File: src/rtl/f32_to_f16_narrow.sv
module f32_to_f16_narrow #(
  parameter int IN_W  = 32,
  parameter int OUT_W = 16
) (
  input  logic             clk,
  input  logic             rst,
  input  logic             in_valid,
  input  logic [IN_W-1:0]  in_word,
  input  logic [2:0]       in_rmode,
  output logic             out_valid,
  output logic [OUT_W-1:0] out_word
);
  localparam int LSB_POS = 13;

  logic        sgn;
  logic [7:0]  bexp;
  logic        is_special, do_round;
  logic        lsb_b, grd_b, rnd_b, stk_b, any_low;
  logic        inc;
  logic [31:0] rounded;
  logic [7:0]  rexp;
  logic [9:0]  rfrac;
  logic signed [9:0] e;
  logic [9:0]  shv;
  logic [9:0]  hexp;
  logic [10:0] sub_frac;
  logic [9:0]  nan_frac;
  logic [15:0] result;

  assign sgn        = in_word[31];
  assign bexp       = in_word[30:23];
  assign is_special = (bexp == 8'hff);
  assign do_round   = (bexp != 8'h00) && !is_special;

  assign lsb_b   = in_word[LSB_POS];
  assign grd_b   = in_word[12];
  assign rnd_b   = in_word[11];
  assign stk_b   = |in_word[10:0];
  assign any_low = |in_word[12:0];

  always_comb begin
    case (in_rmode)
      3'd0:    inc = grd_b & (lsb_b | rnd_b | stk_b);
      3'd2:    inc = any_low & sgn;
      3'd3:    inc = any_low & ~sgn;
      default: inc = 1'b0;
    endcase
  end

  assign rounded  = in_word + {18'd0, (inc & do_round), 13'd0};
  assign rexp     = rounded[30:23];
  assign rfrac    = rounded[22:13];
  assign e        = $signed({2'b00, rexp}) - 10'sd127;
  assign shv      = 10'd0 - e - 10'd14;
  assign hexp     = e + 10'sd15;
  assign sub_frac = {1'b1, rfrac} >> shv[3:0];
  assign nan_frac = (in_word[22:0] != 23'd0) ? (in_word[22:13] | 10'h200) : 10'h000;

  always_comb begin
    if (is_special)
      result = {sgn, 5'h1f, nan_frac};
    else if (e < -10'sd24)
      result = {sgn, 15'd0};
    else if (e < -10'sd14)
      result = {sgn, 5'd0, sub_frac[9:0]};
    else if (e < 10'sd16)
      result = {sgn, hexp[4:0], rfrac};
    else
      result = {sgn, 5'h1f, 10'd0};
  end

  always_ff @(posedge clk) begin
    if (rst) begin
      out_valid <= 1'b0;
      out_word  <= '0;
    end else begin
      out_valid <= in_valid;
      if (in_valid) out_word <= result;
    end
  end
endmodule

File: config.mk
export PLATFORM = sky130hd
export DESIGN_NAME = f32_to_f16_narrow
export DESIGN_NICKNAME = d
export VERILOG_FILES = /design/src/rtl/f32_to_f16_narrow.sv
export SDC_FILE = /design/constraint.sdc
export NUM_CORES = 1
export LEC_CHECK = 0
export BUFFER_PORTS_ARGS = -buffer_cell sky130_fd_sc_hd__buf_2
export CAP_MARGIN = 0
export CORE_MARGIN = 2
export CORE_UTILIZATION = 35
export CTS_CLUSTER_DIAMETER = 100
export CTS_CLUSTER_SIZE = 14
export DETAILED_ROUTE_END_ITERATION = 7
export SYNTH_ARGS = -nofsm -noshare
export SYNTH_HDL_FRONTEND = slang
export SYNTH_SLANG_ARGS = --single-unit
File: constraint.sdc
create_clock -name clk -period 4.6 [get_ports clk]
set_input_delay 0 -clock clk [delete_from_list [all_inputs] [get_ports clk]]
set_output_delay 0 -clock clk [all_outputs]
set_load 0.05 [all_outputs]
# Yosys cells after proc, flatten, opt, wreduce, memory -nomap -nowiden
# Index checks and enable logic that the tools add are counted.
# classes
n_reduce_logical	7
bitwise_logic	7
n_mux	6
n_addsub	5
eq_ne	3
n_shift	1
order_cmp	3
# op_table
cell	n
$mux 15	4
$add 31x14->31	1
$reduce_bool 23->1	1
$lt 9x6->1 const B	2
$reduce_or 13->1	1
$reduce_or 11->1	1
$shr 11x4->10	1
$mux 10	1
$lt 9x5->1 const B	1
$sub 8x7->9 const B	1
$eq 8x8->1 const B	1
$reduce_bool 8->1	1
$eq 3x2->1 const B	2
$add 5x5->5 const B	1
$and 1x1->1	4
$sub 1x4->4 const A	1
$sub 4x4->4 const B	1
$logic_not 3->1	1
$pmux 1 s3	1
$or 1x1->1	2
$logic_and 1x1->1	1
$logic_not 1->1	1
$not 1->1	1
# word_totals
word_cells	34
inputBits	38
register_bits	17
output_inout_bits	17

# Longest topological paths before layout
# Gate-level depths: netlist (run 1).
# depth
ltp_word	13
mapped_depth	21
ltp_nobuf	18

# Least setup slack after synthesis (run 1)
# No wires, ideal clock.
# synth_timing
path_type	input-to-reg
from	in in_word[25]
to	reg out_word[9]
path_slack_ns	0.355
cell_stages	20
required_ns	4.478
setup_ns	0.122
arrival_ns	4.123
path_buffers	2
path_cell_list	buf_2 nand4_1 nor3_1 and3_1 clkbuf_1 nor3_1 ha_1 nand3_1 nor4_1 xnor2_1 clkinv_1 ha_1 nand2b_1 mux2i_2 or2_1 a2111oi_2 or2_4 a21boi_2 a22o_1 a221o_1
# synth_via
elab_chain_len	12
word_cells_on_any_way	17
cone_classes	add/sub: 4; order compare: 3; eq/ne: 1; shift: 1; mux: 4; bitwise: 1; reduce/logical: 3
# synth_rtl
element	line	text
from (decl)	8	input logic [IN_W-1:0] in_word,
$eq 8x8->1	32	assign is_special = (bexp == 8'hff);
$logic_not 1->1	33	assign do_round = (bexp != 8'h00) && !is_special;
$logic_and 1x1->1	33	
$and 1x1->1	50	assign rounded = in_word + {18'd0, (inc & do_round), 13'd0};
$add 31x14->31	50	
$sub 8x7->9	53	assign e = $signed({2'b00, rexp}) - 10'sd127;
$sub 1x4->4	54	assign shv = 10'd0 - e - 10'd14;
$sub 4x4->4	54	
$shr 11x4->10	56	assign sub_frac = {1'b1, rfrac} >> shv[3:0];
$mux 15	64	else if (e < -10'sd14)
$mux 15	62	else if (e < -10'sd24)
$mux 15 (*)	60	if (is_special)
to (signal assigned)	78	if (in_valid) out_word <= result;
to (decl)	11	output logic [OUT_W-1:0] out_word
# Every way passes the cells marked *; elsewhere a longest branch is shown, timed or not.
# A chain may end at the register's enable or synchronous reset.

# Final worst setup path (run 1)
# Ends and elaborated chain as after synthesis.

==> flow_metrics.env, run 1 <==
export IMPL_synth_cell_type_count=65
export IMPL_hold_path_class="in2reg"
export IMPL_syn2layout_area_growth_pct=17.3
export IMPL_worstPathArrival_ns=4.17
export IMPL_syn_area_per_cell_um2=7.49
export IMPL_routed_via_density=5.80
export IMPL_std_cell_rows=29
export IMPL_clock_skew_ns=0
export IMPL_ys_flop_type="dfxtp_1"
export IMPL_placed_area_um2=2570
export IMPL_path_class="in2reg"
export IMPL_maxSlewViolCount=0
export IMPL_nets=390
export IMPL_cpPeakStageDelay_ns=0.34
export IMPL_worst_ep_required_time_ns=4.75
export IMPL_worstSetupEndpointType="register"
export IMPL_startpoint_type="input pin"
export IMPL_crit_chain="buf_2, nand4_1, nor3_1, and3_1, nor3_1, ha_1, ha_1, and2_1, nand4_1, nand2_1, ha_1, nand2b_1, mux2i_2, buf_4, nor4b_1, o211ai_1, a22oi_1, a21o_1, a22o_1, a221o_1"
export IMPL_yosys_warnings=0
export IMPL_timing_fmax_ghz=0.249
export IMPL_layout_drive_gt1_share=0.237
export IMPL_grt_max_degree=24
export IMPL_gp_congestion=0.914
export IMPL_ir_drop_v=0.000109
export IMPL_ios=55
export IMPL_synth_compound_area_frac=0.256
export IMPL_synth_top_cell_by_area="dfxtp_1"
export IMPL_yosys_area_share_simple=0.326
export IMPL_antenna_left=0
export IMPL_cts_tree="built"
export IMPL_grt_use_total=0.186
export IMPL_cts_num_sinks=17
export IMPL_portBuffers=54
export IMPL_vias=2452
export IMPL_synth_xor_area_frac=0.113
export IMPL_layout_common_cells="buf_2 (54), nand2_1 (31), nor2_1 (29), a21oi_1 (21), xnor2_1 (18)"
export IMPL_synth_top_cell_area_share=0.153
export IMPL_tightest_slew_ns=1.12
export IMPL_drtPass1Iterations=4
export IMPL_crit_fanout=10
export IMPL_setup_slack_ns=0.585
export IMPL_syn_cell_area_um2=2230
export IMPL_antennaDiodeCount=0
export IMPL_design_core_area_um2=6240
export IMPL_grt_pass1_wl_um=10900
export IMPL_finalPower_uw=511
export IMPL_cts_setup_buffers=0
export IMPL_p_leak_uw=0.00112
export IMPL_finalSetupViolations=0
export IMPL_root_buffer="clkbuf_8"
export IMPL_slowest_stage="a221o_1"
export IMPL_synth_fa_ha_area_frac=0.0280
export IMPL_htreeDepth=1
export IMPL_drc=0
export IMPL_period_needed_ns=4.02
export IMPL_detail_route_wl_per_cell_um=15.7
export IMPL_start_util=0.357
export IMPL_post_place_ws_ns=0.327
export IMPL_maxCapViolations=0
export IMPL_antenna_found_initial=0
export IMPL_insertion_delay_ns=0.26
export IMPL_maxSlewHeadroom=0.246
export IMPL_cts_resized=0
export IMPL_final_core_util=0.419
export IMPL_ys_seq_area_frac=0.153
export IMPL_grt_pass1_vias=2323
export IMPL_synth_top_cells_by_area="dfxtp_1 (15%), xnor2_1 (7.1%), mux2i_1 (5.4%)"
export IMPL_yosys_register_bits=17
export IMPL_hold_viol=0
export IMPL_synth_top_family_by_area="simple AND/OR/NAND/NOR gates"
export IMPL_die_w_um=83.8
export IMPL_cts_buffers=3
export IMPL_drtIter0Drc=136
export IMPL_die_area_um2=7030
export IMPL_synth_edf_count=0
export IMPL_design_area_um2=2620
export IMPL_cp_common_cell="ha_1"
export IMPL_grt_overflow=0
export IMPL_clkTransAtPathRegs_ns=0.07
export IMPL_min_period_over_period=0.873
export IMPL_setup_tns_ns=0
export IMPL_synthMuxAreaShare=0.0701
export IMPL_final_common_cell="buf_2"
export IMPL_dp_hpwl_um=5380
export IMPL_status="finished, final reports clean"
export IMPL_routed_wl_um=6620
export IMPL_hold_buffers=0
export IMPL_async_reset_ff_frac=0
export IMPL_fp_dieH_um=83.8
export IMPL_powerDensity_nw_per_um2=195
export IMPL_rsz0062_at_grt="no"
export IMPL_synth_nets=341
export IMPL_syn_inst=298
export IMPL_cts_buffer_depth=2
[cells by family after synthesis]
group | Yosys count
buf+inv | 26
fa+ha+maj | 5
compound gates | 76
xor+xnor | 27
simple gates | 132
mux | 15
flops | 17
[report_power, final]
group          switching, uW  total [uW]  internal [uW]
registers               4.12         160            156
logic                    152         237           85.6
clock network           53.3         113           60.1
total                    209         511            302
[worst paths after layout]
kind	from	to	slack (ns)	cells after the start
max reg2reg	out_word[2]$_SDFFE_PP0P_	out_word[2]$_SDFFE_PP0P_	3.77	4
min	in_word[31]	out_word[15]$_SDFFE_PP0P_	0.02	3
max	in_word[25]	out_word[9]$_SDFFE_PP0P_	0.58	20
min reg2reg	out_word[10]$_SDFFE_PP0P_	out_word[10]$_SDFFE_PP0P_	0.48	2
[synth_stat cells, types with 3 or more instances]
library cell / number
a21oi_1: 21
a221oi_1: 3
a22o_1: 3
and3_1: 8
buf_2: 6
clkbuf_1: 9
dfxtp_1: 17
ha_1: 5
inv_1: 5
mux2i_1: 12
nand2_1: 31
nand2b_1: 3
nand3_1: 11
nand4_1: 7
nor2_1: 29
nor2b_1: 3
nor3_1: 12
nor4_1: 12
nor4_4: 4
o211ai_1: 5
o21ai_0: 3
o21ai_1: 3
o2bb2ai_1: 3
o31ai_1: 3
o32ai_1: 3
xnor2_1: 18
xor2_1: 7
[critical path, delay by kind of cell]
kind | cells | cell delay (ns)
compound gates | 5 | 1.30
fa+ha+maj | 3 | 0.77
buf+inv | 2 | 0.37
mux | 1 | 0.07
simple gates | 9 | 1.65
[sequential cells by signal (all words and copies together) (netlist names)]
name	count
out_word	16
out_valid	1
[area by class of cell]
| cell class | count | area (um^2) |
|---|---|---|
| flip-flops and latches | 17 | 340 |
| clock buffers | 3 | 41.3 |
| repair buffers | 63 | 338 |
| fillers | 668 | 3620 |
| well taps | 77 | 96.3 |
| clock inverters | 1 | 5.00 |
| inverters | 7 | 26.3 |
| multi-input cells | 255 | 1770 |
[per-stage QoR]
stage / std cells / hold WS [ns]
floorplan: 298 / 0.147
global placement: 419 / 0.284
detailed placement: 419 / 0.305
CTS: 423 / 0.0294
global route: 423 / 0.0386
finish: 423 / 0.0207
[per-layer routing]
layer,routed length (um),vias to the layer above,GRT usage
met1,2990,1151,0.242
met2,3150,78,0.317
met5,0,-,0
li1,-,1213,-
met4,129,0,0.0499
met3,348,10,0.0297
No activity file was read; power rests on OpenSTA's default activity.
==> run 2, diff against run 1 <==
--- a/config.mk
+++ b/config.mk
@@ -12,6 +12,8 @@
 export CTS_CLUSTER_DIAMETER = 100
 export CTS_CLUSTER_SIZE = 14
 export DETAILED_ROUTE_END_ITERATION = 7
+export PLACE_DENSITY_LB_ADDON = 0.05
+export RECOVER_POWER = 50
 export SYNTH_ARGS = -nofsm -noshare
 export SYNTH_HDL_FRONTEND = slang
 export SYNTH_SLANG_ARGS = --single-unit
==> run 2 against run 1 <==
Compared with the run above: combinational power is essentially flat; utilization shrank 0.32 points; final area shrank 0.76%; via count shrank 0.20%; critical path depth shrank 1; final cell count is the same; clock power is essentially flat; worst hold slack is essentially flat; power shrank 0.30%; critical path type unchanged; largest power group unchanged.
==> flow_metrics.env, run 2 (synthesis gave the netlist of run 1 again) <==
export IMPL_layout_common_cells="buf_2 (38), nand2_1 (31), nor2_1 (29), a21oi_1 (21), xnor2_1 (18)"
export IMPL_final_core_util=0.416
export IMPL_reg_top3="out_word x16, out_valid x1"
export IMPL_cts_num_sinks=17
export IMPL_cp_common_cell="ha_1"
export IMPL_hold_path_class="in2reg"
export IMPL_cts_resized=0
export IMPL_reg2reg_from="out_word[2]$_SDFFE_PP0P_"
export IMPL_layout_drive_gt1_share=0.191
export IMPL_layout_cells_non_filler=423
export IMPL_fp_dieH_um=83.8
export IMPL_p_leak_uw=0.00106
export IMPL_regMostFlops="out_word"
export IMPL_ir_drop_v=0.000186
export IMPL_routed_wl_um=7150
export IMPL_worst_ep_required_time_ns=4.78
export IMPL_rr_worst_depth=4
export IMPL_vias=2447
export IMPL_grt_use_total=0.201
export IMPL_drtPass1Iterations=4
export IMPL_rrSetupSlack_ns=3.71
export IMPL_r2r_end="out_word[2]$_SDFFE_PP0P_"
export IMPL_dp_cells=419
export IMPL_finalSetupViolations=0
export IMPL_powerDensity_nw_per_um2=196
export IMPL_antennaDiodeCount=0
export IMPL_antenna_found_initial=0
export IMPL_cts_tree="built"
export IMPL_start_util=0.357
export IMPL_grt_pass1_vias=2348
export IMPL_final_common_cell="buf_2"
export IMPL_rsz0062_at_grt="no"
export IMPL_setup_slack_ns=0.602
export IMPL_maxSlewViolCount=0
export IMPL_worstSetupEndpointType="register"
export IMPL_hold_depth=3
export IMPL_dp_hpwl_um=5640
export IMPL_crit_chain="buf_2, nor4_1, a21oi_1, o311ai_0, nor3_1, ha_1, ha_1, and2_1, nand4_1, nand2_1, ha_1, nand2b_1, mux2i_2, nand4_1, a2111oi_2, o21ai_1, a2111oi_4, nor2_1, a21oi_1"
export IMPL_routed_via_density=5.78
export IMPL_post_place_ws_ns=0.307
export IMPL_die_area_um2=7030
export IMPL_detail_route_wl_per_cell_um=16.9
export IMPL_grt_pass1_wl_um=11700
export IMPL_startpoint_type="input pin"
export IMPL_portBuffers=54
export IMPL_hold_viol=0
export IMPL_cts_buffers=3
export IMPL_drc=0
export IMPL_die_w_um=83.8
export IMPL_ios=55
export IMPL_design_core_area_um2=6240
export IMPL_drtIter0Drc=175
export IMPL_timing_fmax_ghz=0.250
export IMPL_setup_tns_ns=0
export IMPL_nets=390
export IMPL_insertion_delay_ns=0.25
export IMPL_path_class="in2reg"
export IMPL_cpPeakStageDelay_ns=0.53
export IMPL_grt_overflow=0
export IMPL_grt_max_degree=24
export IMPL_gp_congestion=0.862
export IMPL_min_period_over_period=0.869
export IMPL_status="finished, final reports clean"
export IMPL_slowest_stage="a2111oi_4"
export IMPL_clkTransAtPathRegs_ns=0.07
export IMPL_worstPathArrival_ns=4.18
export IMPL_period_needed_ns=4.00
export IMPL_cts_buffer_depth=2
export IMPL_maxCapViolations=0
export IMPL_syn2layout_area_growth_pct=16.4
export IMPL_maxSlewHeadroom=0.185
export IMPL_hp_start="in_word[31]"
export IMPL_largest_register_ffs=16
export IMPL_crit_fanout=13
export IMPL_root_buffer="clkbuf_8"
export IMPL_hold_buffers=0
export IMPL_clock_skew_ns=0
export IMPL_std_cell_rows=29
export IMPL_tightest_slew_ns=1.21
export IMPL_worst_hold_path_endpoint="out_word[15]$_SDFFE_PP0P_"
export IMPL_cts_setup_buffers=0
export IMPL_antenna_left=0
export IMPL_htreeDepth=1
==> run 2: cell count changes in the layout (fill, tap and decap cells not counted) <==
cell,delta
buf_2,-16
clkbuf_1,+16
==> run 2: worst max-delay path by stage <==
stage	from	to	slack, ns	cells after the start
after floorplan	in_word[25]	out_word[9]$_SDFFE_PP0P_	0.36	20
after global placement	in_word[25]	out_word[0]$_SDFFE_PP0P_	0.44	18
after detailed placement	in_word[23]	out_word[2]$_SDFFE_PP0P_	0.31	19
after CTS	in_word[23]	out_word[2]$_SDFFE_PP0P_	0.56	19
after global routing	in_word[23]	out_word[2]$_SDFFE_PP0P_	0.13	19
final	in_word[23]	out_word[2]$_SDFFE_PP0P_	0.60	19
==> run 2: cell type report <==
class                   count  area (um^2)
fillers                   681         3640
well taps                  77         96.3
flip-flops and latches     17          340
clock inverters             1         5.00
repair buffers             63          318
clock buffers               3         41.3
multi-input cells         255         1770
inverters                   7         26.3
==> run 2: stage by stage <==
stage	power, uW	hold slack [ns]	instance area (um^2)
2_1_floorplan	334	0.147	2230
6_report	509	0.0203	2600
3_3_place_gp	402	0.279	2570
5_1_grt	541	0.0477	2600
4_1_cts	512	0.0272	2620
3_5_place_dp	401	0.288	2570
==> run 2: layer usage <==
layer / part of all wire / vias to the layer above / track usage
li1: - / 1212 / -
met1: 0.49 / 1148 / 0.298
met3: 0.053 / 8 / 0.0218
met5: 0 / - / 0
met4: 0.013 / 0 / 0.0352
met2: 0.45 / 79 / 0.316
==> run 2: power by group <==
| group | internal [uW] | total [uW] | switching, uW | leakage, uW |
|---|---|---|---|---|
| Combinational | 83.0 | 237 | 154 | 0.000891 |
| Clock | 60.1 | 112 | 51.6 | 0.0000255 |
| Sequential | 156 | 160 | 4.21 | 0.000140 |
| Total | 299 | 509 | 210 | 0.00106 |
==> run 2: worst max-delay path, delay by kind of cell <==
kind,cells,cell delay (ns)
AOI/OAI and AO/OA,6,1.65
and+or+nand+nor,8,1.18
adders and majority gates,3,0.75
muxes,1,0.41
buffers and inverters,1,0.21
==> run 3, diff against run 2 <==
--- a/config.mk
+++ b/config.mk
@@ -7,6 +7,7 @@
 export LEC_CHECK = 0
 export BUFFER_PORTS_ARGS = -buffer_cell sky130_fd_sc_hd__buf_2
 export CAP_MARGIN = 0
+export CORE_ASPECT_RATIO = 2
 export CORE_MARGIN = 2
 export CORE_UTILIZATION = 35
 export CTS_CLUSTER_DIAMETER = 100
==> run 3 against run 2 <==
Compared with the run above: power is 13% higher; clock-buffer cell count grew 1; fmax is 2.4% lower; largest power group unchanged; routed wire length increased by 4.5%; sequential share of layout area decreased by 0.24 points; clock power rose by 55%; setup slack worse by 0.099 ns; first-iteration DRC count down 38%; via count down 1.9%; sequential cell count unchanged.
==> flow_metrics.env, run 3 (synthesis gave the netlist of run 1 again) <==
export IMPL_setup_tns_ns=0
export IMPL_routed_wl_um=7470
export IMPL_fp_dieH_um=117
export IMPL_layout_common_cells="buf_2 (38), nand2_1 (31), nor2_1 (29), a21oi_1 (21), xnor2_1 (18)"
export IMPL_final_common_cell="buf_2"
export IMPL_detail_route_wl_per_cell_um=17.3
export IMPL_hold_depth=3
export IMPL_routed_via_density=5.56
export IMPL_die_w_um=60.5
export IMPL_busiest_layer="met2"
export IMPL_grt_max_degree=24
export IMPL_htreeDepth=1
export IMPL_maxSlewHeadroom=0.247
export IMPL_hold_viol=0
export IMPL_ir_drop_v=0.0000980
export IMPL_std_cell_rows=41
export IMPL_cp_common_cell="ha_1"
export IMPL_drc=0
export IMPL_powerDensity_nw_per_um2=217
export IMPL_r2r_end="out_word[2]$_SDFFE_PP0P_"
export IMPL_portBuffers=54
export IMPL_path_buf_inv=1
export IMPL_cpPeakStageDelay_ns=0.58
export IMPL_rrSetupSlack_ns=3.76
export IMPL_crit_cells=19
export IMPL_reg_top3="out_word x16, out_valid x1"
export IMPL_cts_buffers=3
export IMPL_timing_fmax_ghz=0.244
export IMPL_grt_pass1_vias=2299
export IMPL_worst_ep_required_time_ns=4.78
export IMPL_gp_congestion=0.939
export IMPL_crit_chain="buf_2, nand4_1, nor3_1, and3_1, nor3_1, ha_1, ha_1, and2_1, nand4_1, nand2_1, ha_1, nand2_1, mux2i_2, or2_1, a2111oi_2, o21ai_1, a2111oi_4, nor2_1, a21oi_1"
export IMPL_design_core_area_um2=6260
export IMPL_hp_start="in_word[31]"
export IMPL_layout_drive_gt1_share=0.191
export IMPL_worstSetupEndpointType="register"
export IMPL_antenna_left=0
export IMPL_grtUsageMet1=0.229
export IMPL_vias=2400
export IMPL_antenna_found_initial=0
export IMPL_insertion_delay_ns=0.25
export IMPL_maxCapViolations=0
export IMPL_grt_overflow=0
export IMPL_min_period_over_period=0.891
export IMPL_clkTransAtPathRegs_ns=0.05
export IMPL_grt_pass1_wl_um=11800
export IMPL_layout_cells_non_filler=432
export IMPL_drtPass1Iterations=4
export IMPL_clock_skew_ns=0
export IMPL_startpoint_type="input pin"
export IMPL_whs_ns=0.0254
export IMPL_rr_worst_depth=4
export IMPL_root_buffer="clkbuf_16"
export IMPL_crit_fanout=10
export IMPL_rsz0062_at_grt="no"
export IMPL_use_met2=0.424
export IMPL_period_needed_ns=4.10
export IMPL_use_met3=0.0110
export IMPL_nets=390
export IMPL_drtIter0Drc=109
export IMPL_syn2layout_area_growth_pct=18.6
export IMPL_cts_num_sinks=17
export IMPL_path_delay_family="simple AND/OR/NAND/NOR gates"
export IMPL_slowest_stage="a2111oi_4"
export IMPL_dp_cells=428
export IMPL_worst_hold_path_endpoint="out_word[15]$_SDFFE_PP0P_"
export IMPL_path_class="in2reg"
export IMPL_ios=55
export IMPL_largest_register_ffs=16
export IMPL_finalSetupViolations=0
export IMPL_regMostFlops="out_word"
export IMPL_maxSlewViolCount=0
export IMPL_worstPathArrival_ns=4.28
export IMPL_cts_tree="built"
export IMPL_status="finished, final reports clean"
export IMPL_cts_buffer_depth=2
export IMPL_grt_use_total=0.221
export IMPL_reg2reg_from="out_word[2]$_SDFFE_PP0P_"
export IMPL_antennaDiodeCount=0
export IMPL_start_util=0.356
export IMPL_die_area_um2=7070
export IMPL_dp_hpwl_um=6270
export IMPL_p_leak_uw=0.00107
export IMPL_tightest_slew_ns=1.12
export IMPL_hold_path_class="in2reg"
run 3: per-stage QoR:
step                 util  total power, uW  setup WS (ns)  instance area [um^2]
global placement    0.413              403          0.243                  2580
global route        0.423              609         0.0132                  2650
finish              0.423              573          0.503                  2650
detailed placement  0.413              403          0.237                  2580
floorplan               -              334          0.355                  2230
CTS                 0.425              580          0.475                  2660
run 3: per-layer routing:
metal	share of wire	routed length (um)
met1	0.37	2740
met3	0.027	204
met5	0	0
met4	0.040	299
met2	0.57	4230
run 3: worst max-delay path by stage:
stage,startpoint,end,slack [ns]
after floorplan,in_word[25],out_word[9]$_SDFFE_PP0P_,0.36
after global placement,in_word[25],out_word[9]$_SDFFE_PP0P_,0.24
after detailed placement,in_word[1],out_word[9]$_SDFFE_PP0P_,0.24
after CTS,in_word[1],out_word[9]$_SDFFE_PP0P_,0.48
after global routing,in_word[25],out_word[2]$_SDFFE_PP0P_,0.01
final,in_word[25],out_word[2]$_SDFFE_PP0P_,0.50
run 3: worst register-to-register path, cell delays in order, from the launching register on:
cell and delay (ns):
dfxtp_1 0.32, nand2_1 0.05, a21oi_1 0.19, a21oi_1 0.06
a21oi_1 0.14
run 3: area by class of cell:
class	count	area, um^2
Fill cell	727	3610
Multi-Input combinational cell	255	1780
Sequential cell	17	340
Timing Repair Buffer	63	318
Tap cell	86	108
Clock buffer	4	78.8
Inverter	7	26.3
run 3: power by group:
part	internal [uW]	total, uW	switching (uW)
registers	156	160	3.99
logic	83.6	239	155
clock network	118	174	56.8
total	358	573	216
run 3: repair_timing:
action | 4_1_cts | 5_1_grt
hold buffers | 0 | 0
gates resized for setup | 0 | 1
buffers inserted | 0 | 0
endpoints found under the setup margin | 0 | 1
